File: config.mk
export PLATFORM = sky130hd
export DESIGN_NAME = sdcmd_engine
export DESIGN_NICKNAME = d
export VERILOG_FILES = /design/src/rtl/sdcmd_pkg.sv /design/src/rtl/sdcmd_frame_mux.sv /design/src/rtl/sdcmd_byte_port.sv /design/src/rtl/sdcmd_poll_timer.sv /design/src/rtl/sdcmd_reply_capture.sv /design/src/rtl/sdcmd_engine.sv
export SDC_FILE = /design/constraint.sdc
export NUM_CORES = 1
export LEC_CHECK = 0
export BUFFER_PORTS_ARGS = -buffer_cell sky130_fd_sc_hd__buf_2
export CELL_PAD_IN_SITES_DETAIL_PLACEMENT = 2
export CELL_PAD_IN_SITES_GLOBAL_PLACEMENT = 2
export CORE_MARGIN = 2
export CORE_UTILIZATION = 33
export CTS_CLUSTER_SIZE = 16
export DETAILED_ROUTE_END_ITERATION = 10
export GPL_TIMING_DRIVEN = 0
export PLACE_DENSITY = 0.88
export SYNTH_ARGS = -nofsm -noshare
export SYNTH_HDL_FRONTEND = slang
export SYNTH_HIERARCHICAL = 1
export SYNTH_SLANG_ARGS = --single-unit
export TNS_END_PERCENT = 5
File: constraint.sdc
create_clock -name clk -period 3.08 [get_ports clk]
set_input_delay 0.154 -clock clk [delete_from_list [all_inputs] [get_ports clk]]
set_output_delay 0.154 -clock clk [all_outputs]
set_load 0.005 [all_outputs]
File: src/rtl/sdcmd_pkg.sv
package sdcmd_pkg;
  localparam int ARG_BYTES   = 4;
  localparam int ARG_W       = 8 * ARG_BYTES;
  localparam int FRAME_BYTES = ARG_BYTES + 2;
  localparam int IDX_W       = $clog2(FRAME_BYTES);

  localparam logic [7:0] FILL_BYTE  = 8'hFF;
  localparam logic [1:0] START_BITS = 2'b01;

  typedef enum logic [2:0] {
    ST_IDLE,
    ST_FRAME,
    ST_POLL,
    ST_TAIL,
    ST_RELEASE
  } eng_state_t;
endpackage

File: src/rtl/sdcmd_frame_mux.sv
module sdcmd_frame_mux
  import sdcmd_pkg::*;
(
  input  logic [5:0]       cmd,
  input  logic [ARG_W-1:0] arg,
  input  logic [7:0]       crc,
  input  logic [IDX_W-1:0] sel,
  output logic [7:0]       byte_o
);
  logic [7:0] lane [FRAME_BYTES];

  assign lane[0]             = {START_BITS, cmd};
  assign lane[FRAME_BYTES-1] = crc;

  // argument lanes, most significant byte first on the wire
  for (genvar i = 0; i < ARG_BYTES; i++) begin : g_arg_lane
    assign lane[i+1] = arg[8*(ARG_BYTES-i)-1 -: 8];
  end

  always_comb begin
    byte_o = FILL_BYTE;
    for (int k = 0; k < FRAME_BYTES; k++) begin
      if (sel == IDX_W'(k)) byte_o = lane[k];
    end
  end
endmodule

File: src/rtl/sdcmd_byte_port.sv
module sdcmd_byte_port (
  input  logic       clk,
  input  logic       rst,
  input  logic       issue,
  input  logic [7:0] issue_byte,
  output logic       xfer_req,
  output logic [7:0] xfer_tx,
  input  logic       xfer_done,
  input  logic [7:0] xfer_rx,
  output logic       rx_valid,
  output logic [7:0] rx_byte
);
  always_ff @(posedge clk) begin
    if (rst) begin
      xfer_req <= 1'b0;
      xfer_tx  <= 8'hFF;
      rx_valid <= 1'b0;
      rx_byte  <= 8'hFF;
    end else begin
      rx_valid <= 1'b0;
      if (xfer_req && xfer_done) begin
        xfer_req <= 1'b0;
        rx_valid <= 1'b1;
        rx_byte  <= xfer_rx;
      end else if (issue && !xfer_req) begin
        xfer_req <= 1'b1;
        xfer_tx  <= issue_byte;
      end
    end
  end
endmodule

File: src/rtl/sdcmd_poll_timer.sv
module sdcmd_poll_timer #(
  parameter int LIMIT = 5000
) (
  input  logic clk,
  input  logic rst,
  input  logic clear,
  input  logic step,
  output logic last
);
  localparam int CW = (LIMIT > 1) ? $clog2(LIMIT) : 1;
  localparam logic [CW-1:0] END_V = CW'(LIMIT - 1);

  logic [CW-1:0] cnt;

  always_ff @(posedge clk) begin
    if (rst || clear) cnt <= '0;
    else if (step)    cnt <= cnt + CW'(1);
  end

  assign last = (cnt == END_V);
endmodule

File: src/rtl/sdcmd_reply_capture.sv
module sdcmd_reply_capture #(
  parameter int TAIL_BYTES = 4
) (
  input  logic                    clk,
  input  logic                    rst,
  input  logic                    clear,
  input  logic                    load_r1,
  input  logic [7:0]              r1_in,
  input  logic                    shift,
  input  logic [7:0]              byte_in,
  output logic [7:0]              r1,
  output logic [8*TAIL_BYTES-1:0] tail
);
  localparam int TW = 8 * TAIL_BYTES;

  always_ff @(posedge clk) begin
    if (rst || clear)  r1 <= '0;
    else if (load_r1)  r1 <= r1_in;
  end

  if (TAIL_BYTES == 1) begin : g_tail_one
    always_ff @(posedge clk) begin
      if (rst || clear) tail <= '0;
      else if (shift)   tail <= byte_in;
    end
  end else begin : g_tail_many
    always_ff @(posedge clk) begin
      if (rst || clear) tail <= '0;
      else if (shift)   tail <= {tail[TW-9:0], byte_in};
    end
  end
endmodule

File: src/rtl/sdcmd_engine.sv
module sdcmd_engine
  import sdcmd_pkg::*;
#(
  parameter int POLL_LIMIT = 5000,
  parameter int TAIL_BYTES = 4,
  parameter int EXTRA_W    = 3
) (
  input  logic                    clk,
  input  logic                    rst,
  input  logic                    req_start,
  input  logic [5:0]              cmd_index,
  input  logic [ARG_W-1:0]        cmd_arg,
  input  logic [7:0]              cmd_crc,
  input  logic [EXTRA_W-1:0]      reply_extra,
  input  logic                    hold_select,
  output logic                    busy,
  output logic                    done,
  output logic [7:0]              r1_status,
  output logic [8*TAIL_BYTES-1:0] reply_word,
  output logic                    timed_out,
  output logic                    spi_cs_n,
  output logic                    xfer_req,
  output logic [7:0]              xfer_tx,
  input  logic                    xfer_done,
  input  logic [7:0]              xfer_rx
);
  localparam logic [IDX_W-1:0]   LAST_IDX = IDX_W'(FRAME_BYTES - 1);
  localparam logic [EXTRA_W-1:0] TAIL_CAP = EXTRA_W'(TAIL_BYTES);

  eng_state_t         state;
  logic [5:0]         cmd_q;
  logic [ARG_W-1:0]   arg_q;
  logic [7:0]         crc_q;
  logic [IDX_W-1:0]   fidx;
  logic [EXTRA_W-1:0] tail_left;
  logic               keep_q;
  logic               kick;
  logic [7:0]         kick_byte;

  logic               rx_valid;
  logic [7:0]         rx_byte;
  logic [7:0]         next_frame_byte;
  logic [EXTRA_W-1:0] extra_sat;

  logic cap_clear, cap_r1_load, cap_shift;
  logic [7:0] cap_r1_val;
  logic pt_step, pt_last;

  sdcmd_byte_port u_port (
    .clk        (clk),
    .rst        (rst),
    .issue      (kick),
    .issue_byte (kick_byte),
    .xfer_req   (xfer_req),
    .xfer_tx    (xfer_tx),
    .xfer_done  (xfer_done),
    .xfer_rx    (xfer_rx),
    .rx_valid   (rx_valid),
    .rx_byte    (rx_byte)
  );

  sdcmd_frame_mux u_frame (
    .cmd    (cmd_q),
    .arg    (arg_q),
    .crc    (crc_q),
    .sel    (fidx + IDX_W'(1)),
    .byte_o (next_frame_byte)
  );

  sdcmd_poll_timer #(.LIMIT(POLL_LIMIT)) u_timer (
    .clk   (clk),
    .rst   (rst),
    .clear (cap_clear),
    .step  (pt_step),
    .last  (pt_last)
  );

  sdcmd_reply_capture #(.TAIL_BYTES(TAIL_BYTES)) u_capture (
    .clk     (clk),
    .rst     (rst),
    .clear   (cap_clear),
    .load_r1 (cap_r1_load),
    .r1_in   (cap_r1_val),
    .shift   (cap_shift),
    .byte_in (rx_byte),
    .r1      (r1_status),
    .tail    (reply_word)
  );

  assign extra_sat = (reply_extra > TAIL_CAP) ? TAIL_CAP : reply_extra;

  always_comb begin
    cap_clear   = (state == ST_IDLE) && req_start;
    cap_r1_load = (state == ST_POLL) && rx_valid && (!rx_byte[7] || pt_last);
    cap_r1_val  = rx_byte[7] ? FILL_BYTE : rx_byte;
    pt_step     = (state == ST_POLL) && rx_valid && rx_byte[7] && !pt_last;
    cap_shift   = (state == ST_TAIL) && rx_valid;
  end

  always_ff @(posedge clk) begin
    if (rst) begin
      state     <= ST_IDLE;
      cmd_q     <= '0;
      arg_q     <= '0;
      crc_q     <= '0;
      fidx      <= '0;
      tail_left <= '0;
      keep_q    <= 1'b0;
      kick      <= 1'b0;
      kick_byte <= FILL_BYTE;
      busy      <= 1'b0;
      done      <= 1'b0;
      timed_out <= 1'b0;
      spi_cs_n  <= 1'b1;
    end else begin
      done <= 1'b0;
      kick <= 1'b0;
      case (state)
        ST_IDLE: begin
          if (req_start) begin
            cmd_q     <= cmd_index;
            arg_q     <= cmd_arg;
            crc_q     <= cmd_crc;
            keep_q    <= hold_select;
            tail_left <= extra_sat;
            timed_out <= 1'b0;
            spi_cs_n  <= 1'b0;
            busy      <= 1'b1;
            fidx      <= '0;
            kick      <= 1'b1;
            kick_byte <= {START_BITS, cmd_index};
            state     <= ST_FRAME;
          end
        end
        ST_FRAME: begin
          if (rx_valid) begin
            kick <= 1'b1;
            if (fidx == LAST_IDX) begin
              kick_byte <= FILL_BYTE;
              state     <= ST_POLL;
            end else begin
              fidx      <= fidx + IDX_W'(1);
              kick_byte <= next_frame_byte;
            end
          end
        end
        ST_POLL: begin
          if (rx_valid) begin
            if (!rx_byte[7]) begin
              if (tail_left != '0) begin
                kick      <= 1'b1;
                kick_byte <= FILL_BYTE;
                state     <= ST_TAIL;
              end else if (keep_q) begin
                done  <= 1'b1;
                busy  <= 1'b0;
                state <= ST_IDLE;
              end else begin
                spi_cs_n  <= 1'b1;
                kick      <= 1'b1;
                kick_byte <= FILL_BYTE;
                state     <= ST_RELEASE;
              end
            end else if (pt_last) begin
              timed_out <= 1'b1;
              spi_cs_n  <= 1'b1;
              kick      <= 1'b1;
              kick_byte <= FILL_BYTE;
              state     <= ST_RELEASE;
            end else begin
              kick      <= 1'b1;
              kick_byte <= FILL_BYTE;
            end
          end
        end
        ST_TAIL: begin
          if (rx_valid) begin
            tail_left <= tail_left - EXTRA_W'(1);
            if (tail_left != EXTRA_W'(1)) begin
              kick      <= 1'b1;
              kick_byte <= FILL_BYTE;
            end else if (keep_q) begin
              done  <= 1'b1;
              busy  <= 1'b0;
              state <= ST_IDLE;
            end else begin
              spi_cs_n  <= 1'b1;
              kick      <= 1'b1;
              kick_byte <= FILL_BYTE;
              state     <= ST_RELEASE;
            end
          end
        end
        ST_RELEASE: begin
          if (rx_valid) begin
            done  <= 1'b1;
            busy  <= 1'b0;
            state <= ST_IDLE;
          end
        end
        default: state <= ST_IDLE;
      endcase
    end
  end
endmodule

==> out/results.ini, run 1 <==
[global_route]
antenna_found_initial=1
grtUsageMet3=0.04460
grt_util_met1=0.2805
top_usage_layer=met2
track_usage=0.2504
grt_pass1_vias=6864
met2_usage=0.4681
grt_max_degree=17
grt-ovfl-total=0
grt_first_pass_wirelength_mm=38.99

[worst_setup_path]
max_stage_delay_ns=0.47
cp.depth=11
crit_path_max_fanout=10
end_kind=register
critPathLaunch=state[1]$_SDFFE_PP0P_
cpMostUsedCell=buf_2
path_buf_inv=5
crit_path_start_kind=register
crit_end=u_timer/cnt[10]$_SDFFE_PP0P_
worstSetupPathType=register to register
ff2ff_path_depth=11
timing.rr.end=u_timer/cnt[10]$_SDFFE_PP0P_
rrSetupSlack_ns=0.23
critical-path-top-delay-family=simple AND/OR/NAND/NOR gates
required_ns=3.44
rr_startpoint=state[1]$_SDFFE_PP0P_
critPathArrivalTime_ns=3.20
slowest_stage=or4_1
crit_chain=buf_2, buf_2, buf_2, nand2_1, nor3_1, and2_1, buf_6, nand4_2, buf_6, or4_1, a21oi_1

[floorplan]
die-area_sq_um=20360
pin_count=115
fp.dieW_um=142.7
coreArea_sq_um=18770
die_h_um=142.7
row_count=50
initial_core_util=0.3383

[worst_hold_path]
hold_path_class=input pin to register
min_from=cmd_arg[31]

[clocking]
cts.path.max_buffers=2
htreeDepth=4
cts_tree=built
cts_sinks=140
path_clk_slew_ns=0.07
root_buffer=clkbuf_16
cts_hold_buf=41
cts-buffers-inserted=17
cts_resized=0
clk_latency_ns=0.44
cts_setup_buffers=0

[timing]
period_share=0.9238
hold_violations=1
tightest_slew_ns=0.6861
grt_setup_unrepaired=false
fin_tns_setup_ns=0
slew_headroom=0.5426
clock.fmax_mhz=351.5
setup_viol=0
timing.hold.ws_ns=-0.01060
slew_violations=0
skew_ns=0.01191
period_needed_ns=2.845

[synthesis]
synth.cell_area_sq_um=6349
yosys.area_share.simple=0.2044
synth_compound_area_frac=0.1506
yosys_warnings=6
ys_types=60
synth_mux_area_frac=0.1190
yosys.area_share.xor_xnor=0.006898
avgSynthCellArea_sq_um=8.685
postSynth.asyncResetShare=0
synth_seq_cells=140
synth_ff_type=dfxtp_1
ys_seq_area_frac=0.4415
synthCells=731
synth_top_family_by_area=simple AND/OR/NAND/NOR gates
yosysTopAreaCell=dfxtp_1
yosysTopAreaCellShare=0.4415
syn_nets=799
synth_fa_ha_area_frac=0.01182
synth-edff-count=0
ys_top_cells_by_area=dfxtp_1 44%, mux2i_1 9.3%, a21oi_1 7.1%

[status]
violations=hold timing
status=finished, violations left

[cells_and_area]
drive_above_1_share=0.2421
final_nets=972
layout_common_cells=140 x dfxtp_1, 127 x buf_2, 109 x nand2_1
fin_area_sq_um=8199
fill_cells=2060
layout.cells.most_common=dfxtp_1
syn2layout_area_growth_pct=29.15

[pwr]
leakage_uw=0.003359
power.internal_uw=3657
clkPwrFrac=0.370
combPwrFrac=0.250
p_sw_uw=2005
seqPwrFrac=0.380
powerDensity_nw_per_um2=690.5
p_sw_frac=0.3542
ir_worst_vdd_uv=420.9

[placed_design]
dp_hpwl_mm=15.23
gp_congestion=0.8527
port_buffers=113
dpl_cell_area_sq_um=7207

[routing]
routedWlPerCell_um=21.65
first_pass_iters=4
routed_wl_mm=24.94
first_iter_violations=230
via_per_inst=5.311
vias=6118
drc_errors=0
ant_nets=0

[run]
cap_violations=0

==> power groups by stage <==
| stage | combinational [uW] | sequential, uW | clock (uW) |
|---|---|---|---|
| global placement | 1230 | 2160 | 0 |
| CTS | 1380 | 2140 | 2100 |
| detailed placement | 1290 | 2180 | 0 |
| global route | 1540 | 2170 | 2210 |
| floorplan | 894 | 2130 | 0 |
| finish | 1420 | 2150 | 2090 |
==> per-layer routing <==
metal | routed length [um] | up-vias
met2 | 13060 | 146
li1 | - | 2863
met3 | 827 | 56
met5 | 16 | -
met1 | 10270 | 3051
met4 | 770 | 2
==> Yosys cell counts (all sizes together), types with 3 or more instances <==
master	n
clkbuf	18
o21bai	3
a211oi	5
nor3	10
inv	17
mux2i	59
and3	11
nand3	8
mux2	13
nor2	79
dfxtp	140
or2	10
o21ai	16
nand2b	6
a31oi	9
nand3b	4
nor2b	6
nor4	5
o21a	4
or4	6
o31ai	4
nand2	110
buf	36
nand4	4
o22ai	12
a211o	9
xor2	4
a21oi	91
ha	6
or3	6
==> state kept, by name (all words and copies together) (netlist names), 3 cells and up <==
signal,cells
u_capture/tail,32
fidx,3
state,3
arg_q,32
crc_q,8
u_port/xfer_tx,8
u_port/rx_byte,8
u_capture/r1,8
cmd_q,6
tail_left,3
u_timer/cnt,13
kick_byte,8
==> kinds of logic (layout without fill, tap and decap cells) <==
logic type,Yosys count,in the layout
simple gates,275,275
xor+xnor,5,5
flops,140,140
other cells,0,1
mux,72,72
fa+ha+maj,6,6
buf+inv,71,257
compound gates,162,162
==> worst min-delay path by stage <==
stage / end / depth (start not counted)
after floorplan: arg_q[22]$_SDFFE_PP0P_ / 2
after global placement: u_port/xfer_req$_SDFFE_PP0P_ / 2
after detailed placement: arg_q[3]$_SDFFE_PP0P_ / 3
after CTS: arg_q[14]$_SDFFE_PP0P_ / 3
after global routing: crc_q[6]$_SDFFE_PP0P_ / 3
final: arg_q[31]$_SDFFE_PP0P_ / 3
==> worst min-delay path, delay by kind of cell <==
family | cells | cell delay, ns
and+or+nand+nor | 1 | 0.06
buffers and inverters | 1 | 0.10
AOI/OAI and AO/OA | 1 | 0.06
==> layout make-up <==
| class | count | area [sq um] | share of cell area |
|---|---|---|---|
| tap | 234 | 292.8 | 0.03571 |
| timing repair buffer | 154 | 975.9 | 0.1190 |
| clock buffer | 17 | 425.4 | 0.05188 |
| buffer | 54 | 354.1 | 0.04319 |
| clock inverter | 15 | 153.9 | 0.01877 |
| multi-input combinational | 520 | 3128 | 0.3815 |
| inverter | 17 | 63.81 | 0.007783 |
| antenna | 1 | 2.502 | 0.0003052 |
| sequential | 140 | 2803 | 0.3418 |
==> through the flow <==
step                hold WS [ns]  worst slack (ns)  instances  power, uW    util
finish                  -0.01060            0.2347       1152       5662  0.4369
global route             0.01113           0.09128       1151       5930  0.4367
CTS                    0.0007134            0.2773       1151       5625  0.4367
detailed placement        0.4046            0.3416       1078       3469  0.3840
global placement          0.3911            0.4217       1078       3398  0.3840
floorplan                 0.2900            0.8267        731       3022       -
(Power assumes the default switching activity.)
==> run 2, diff against run 1 <==
--- a/config.mk
+++ b/config.mk
@@ -13,6 +13,7 @@
 export CTS_CLUSTER_SIZE = 16
 export DETAILED_ROUTE_END_ITERATION = 10
 export GPL_TIMING_DRIVEN = 0
+export MAX_ROUTING_LAYER = met4
 export PLACE_DENSITY = 0.88
 export SYNTH_ARGS = -nofsm -noshare
 export SYNTH_HDL_FRONTEND = slang
==> run 2 against run 1 <==
Effect of this change:
- the flow still finishes with violations (hold timing)
- final cell count did not move
- clock skew fell by 0.0018 ns
- utilization did not move
- critical path type unchanged
- largest cell class unchanged
- largest power group unchanged
- highest routed layer is now met4
==> out/results.ini, run 2 (same netlist as run 1, synthesis figures left out) <==
[status]
status=finished, violations left
violations=hold timing

[floorplan]
die_h_um=142.7  ; unchanged
pin_count=115  ; unchanged
initial_core_util=0.3383  ; unchanged
die-area_sq_um=20360  ; unchanged
row_count=50  ; unchanged
coreArea_sq_um=18770  ; unchanged
fp.dieW_um=142.7  ; unchanged

[global_route]
grt_first_pass_wirelength_mm=39.01  ; about the same
track_usage=0.2579  ; +0.007521
grt_max_degree=17  ; unchanged
grt_pass1_vias=6854  ; -0.15%
antenna_found_initial=1  ; unchanged
grt-ovfl-total=0  ; unchanged

[placed_design]
dp_hpwl_mm=15.23  ; unchanged
port_buffers=113  ; unchanged
place_ws_ns=0.3416  ; unchanged
dpl_cell_area_sq_um=7207  ; unchanged
gp_congestion=0.8663  ; +1.6%

[timing]
period_needed_ns=2.824  ; -0.02143 ns
period_share=0.9168  ; -0.006958
clock.fmax_mhz=354.1  ; +0.76%
timing.hold.ws_ns=-0.009821  ; +0.0007843 ns
setup_slack_ns=0.2561  ; +0.02143 ns
tightest_slew_ns=0.6911  ; +0.005007 ns
slew_headroom=0.5393  ; -0.003338
hold_violations=1  ; unchanged
fin_tns_setup_ns=0  ; unchanged
setup_viol=0  ; unchanged
skew_ns=0.01012  ; -0.001792 ns
slew_violations=0  ; unchanged
grt_setup_unrepaired=false

[routing]
first_pass_iters=5  ; +1
vias=6112  ; -0.098%
ant_nets=0  ; unchanged
routed_wl_mm=24.88  ; -0.22%
routedWlPerCell_um=21.60  ; -0.22%
via_per_inst=5.306  ; about the same
drc_errors=0  ; unchanged
first_iter_violations=248  ; +7.8%

[cells_and_area]
drive_above_1_share=0.2421  ; unchanged
layout_common_cells=140 x dfxtp_1, 127 x buf_2, 109 x nand2_1
layout.cells.most_common=dfxtp_1
final_nets=972  ; unchanged
top_regs=arg_q (32), u_capture/tail (32), u_timer/cnt (13)
syn2layout_area_growth_pct=29.15  ; unchanged
fin_area_sq_um=8199  ; unchanged

[worst_setup_path]
critPathLaunch=state[1]$_SDFFE_PP0P_
timing.rr.end=u_timer/cnt[10]$_SDFFE_PP0P_
rrSetupSlack_ns=0.26  ; +0.02 ns
worstSetupPathType=register to register
critPathArrivalTime_ns=3.18  ; -0.02 ns
crit_path_max_fanout=10  ; unchanged
end_kind=register
crit_path_start_kind=register
ff2ff_path_depth=11  ; unchanged
required_ns=3.44  ; about the same
crit_end=u_timer/cnt[10]$_SDFFE_PP0P_
rr_startpoint=state[1]$_SDFFE_PP0P_

[clocking]
cts_tree=built
path_clk_slew_ns=0.07  ; about the same
clk_latency_ns=0.44  ; about the same
cts.path.max_buffers=2  ; unchanged
htreeDepth=4  ; unchanged
cts_hold_buf=41  ; unchanged
root_buffer=clkbuf_16
cts_sinks=140  ; unchanged
cts-buffers-inserted=17  ; unchanged
cts_resized=0  ; unchanged
cts_setup_buffers=0  ; unchanged

[pwr]
leakage_uw=0.003359  ; unchanged
ir_worst_vdd_uv=420.1  ; -0.19%
power.total_uw=5664  ; about the same
powerDensity_nw_per_um2=690.8  ; about the same

[worst_hold_path]
hold_path_class=input pin to register

[run]
cap_violations=0  ; unchanged

## run 2: cell counts in the layout (fill, tap and decap cells not counted)
No cell type changed its count.
## run 2: cell type report
class	count	area [sq um]
clock inverters	15	153.9
clock buffers	17	425.4
flip-flops and latches	140	2803
multi-input cells	520	3128
repair buffers	154	975.9
well taps	234	292.8
plain buffers	54	354.1
inverters	17	63.81
diodes	1	2.502
fillers	2063	10570
## run 2: how the worst min path moves through the flow
stage,start,to,slack (ns),cells after the start
3_5_place_dp,cmd_arg[3],arg_q[3]$_SDFFE_PP0P_,0.40,3
4_1_cts,cmd_arg[14],arg_q[14]$_SDFFE_PP0P_,0.0007,3
6_report,cmd_arg[31],arg_q[31]$_SDFFE_PP0P_,-0.01,3
5_1_grt,cmd_crc[6],crc_q[6]$_SDFFE_PP0P_,0.01,3
3_3_place_gp,xfer_done,u_port/xfer_req$_SDFFE_PP0P_,0.39,2
2_1_floorplan,cmd_arg[22],arg_q[22]$_SDFFE_PP0P_,0.29,2
## run 2: critical path, stage by stage (launching register included)
cell	delay, ns
dfxtp_1	0.39
buf_2	0.24
buf_2	0.25
buf_2	0.25
nand2_1	0.12
nor3_1	0.25
and2_1	0.20
buf_6	0.14
nand4_2	0.11
buf_6	0.17
or4_1	0.47
a21oi_1	0.15
## run 2: per-stage QoR
stage                       util  instances
after floorplan                -        731
after global placement    0.3840       1078
after detailed placement  0.3840       1078
after CTS                 0.4367       1151
after global routing      0.4369       1152
final                     0.4369       1152
## run 2: routing by layer
metal	vias to the layer above	part of all wire	track usage
met5	-	0	-
met4	0	0.027	0.09067
met3	46	0.035	0.04628
met2	159	0.53	0.4689
met1	3046	0.41	0.2824
li1	2861	-	-
## run 2: where the power goes
part           leakage [uW]  internal, uW  total [uW]  switching, uW
registers           0.00114          2010        2150            148
logic               0.00194           508        1410            906
clock network      0.000281          1140        2100            953
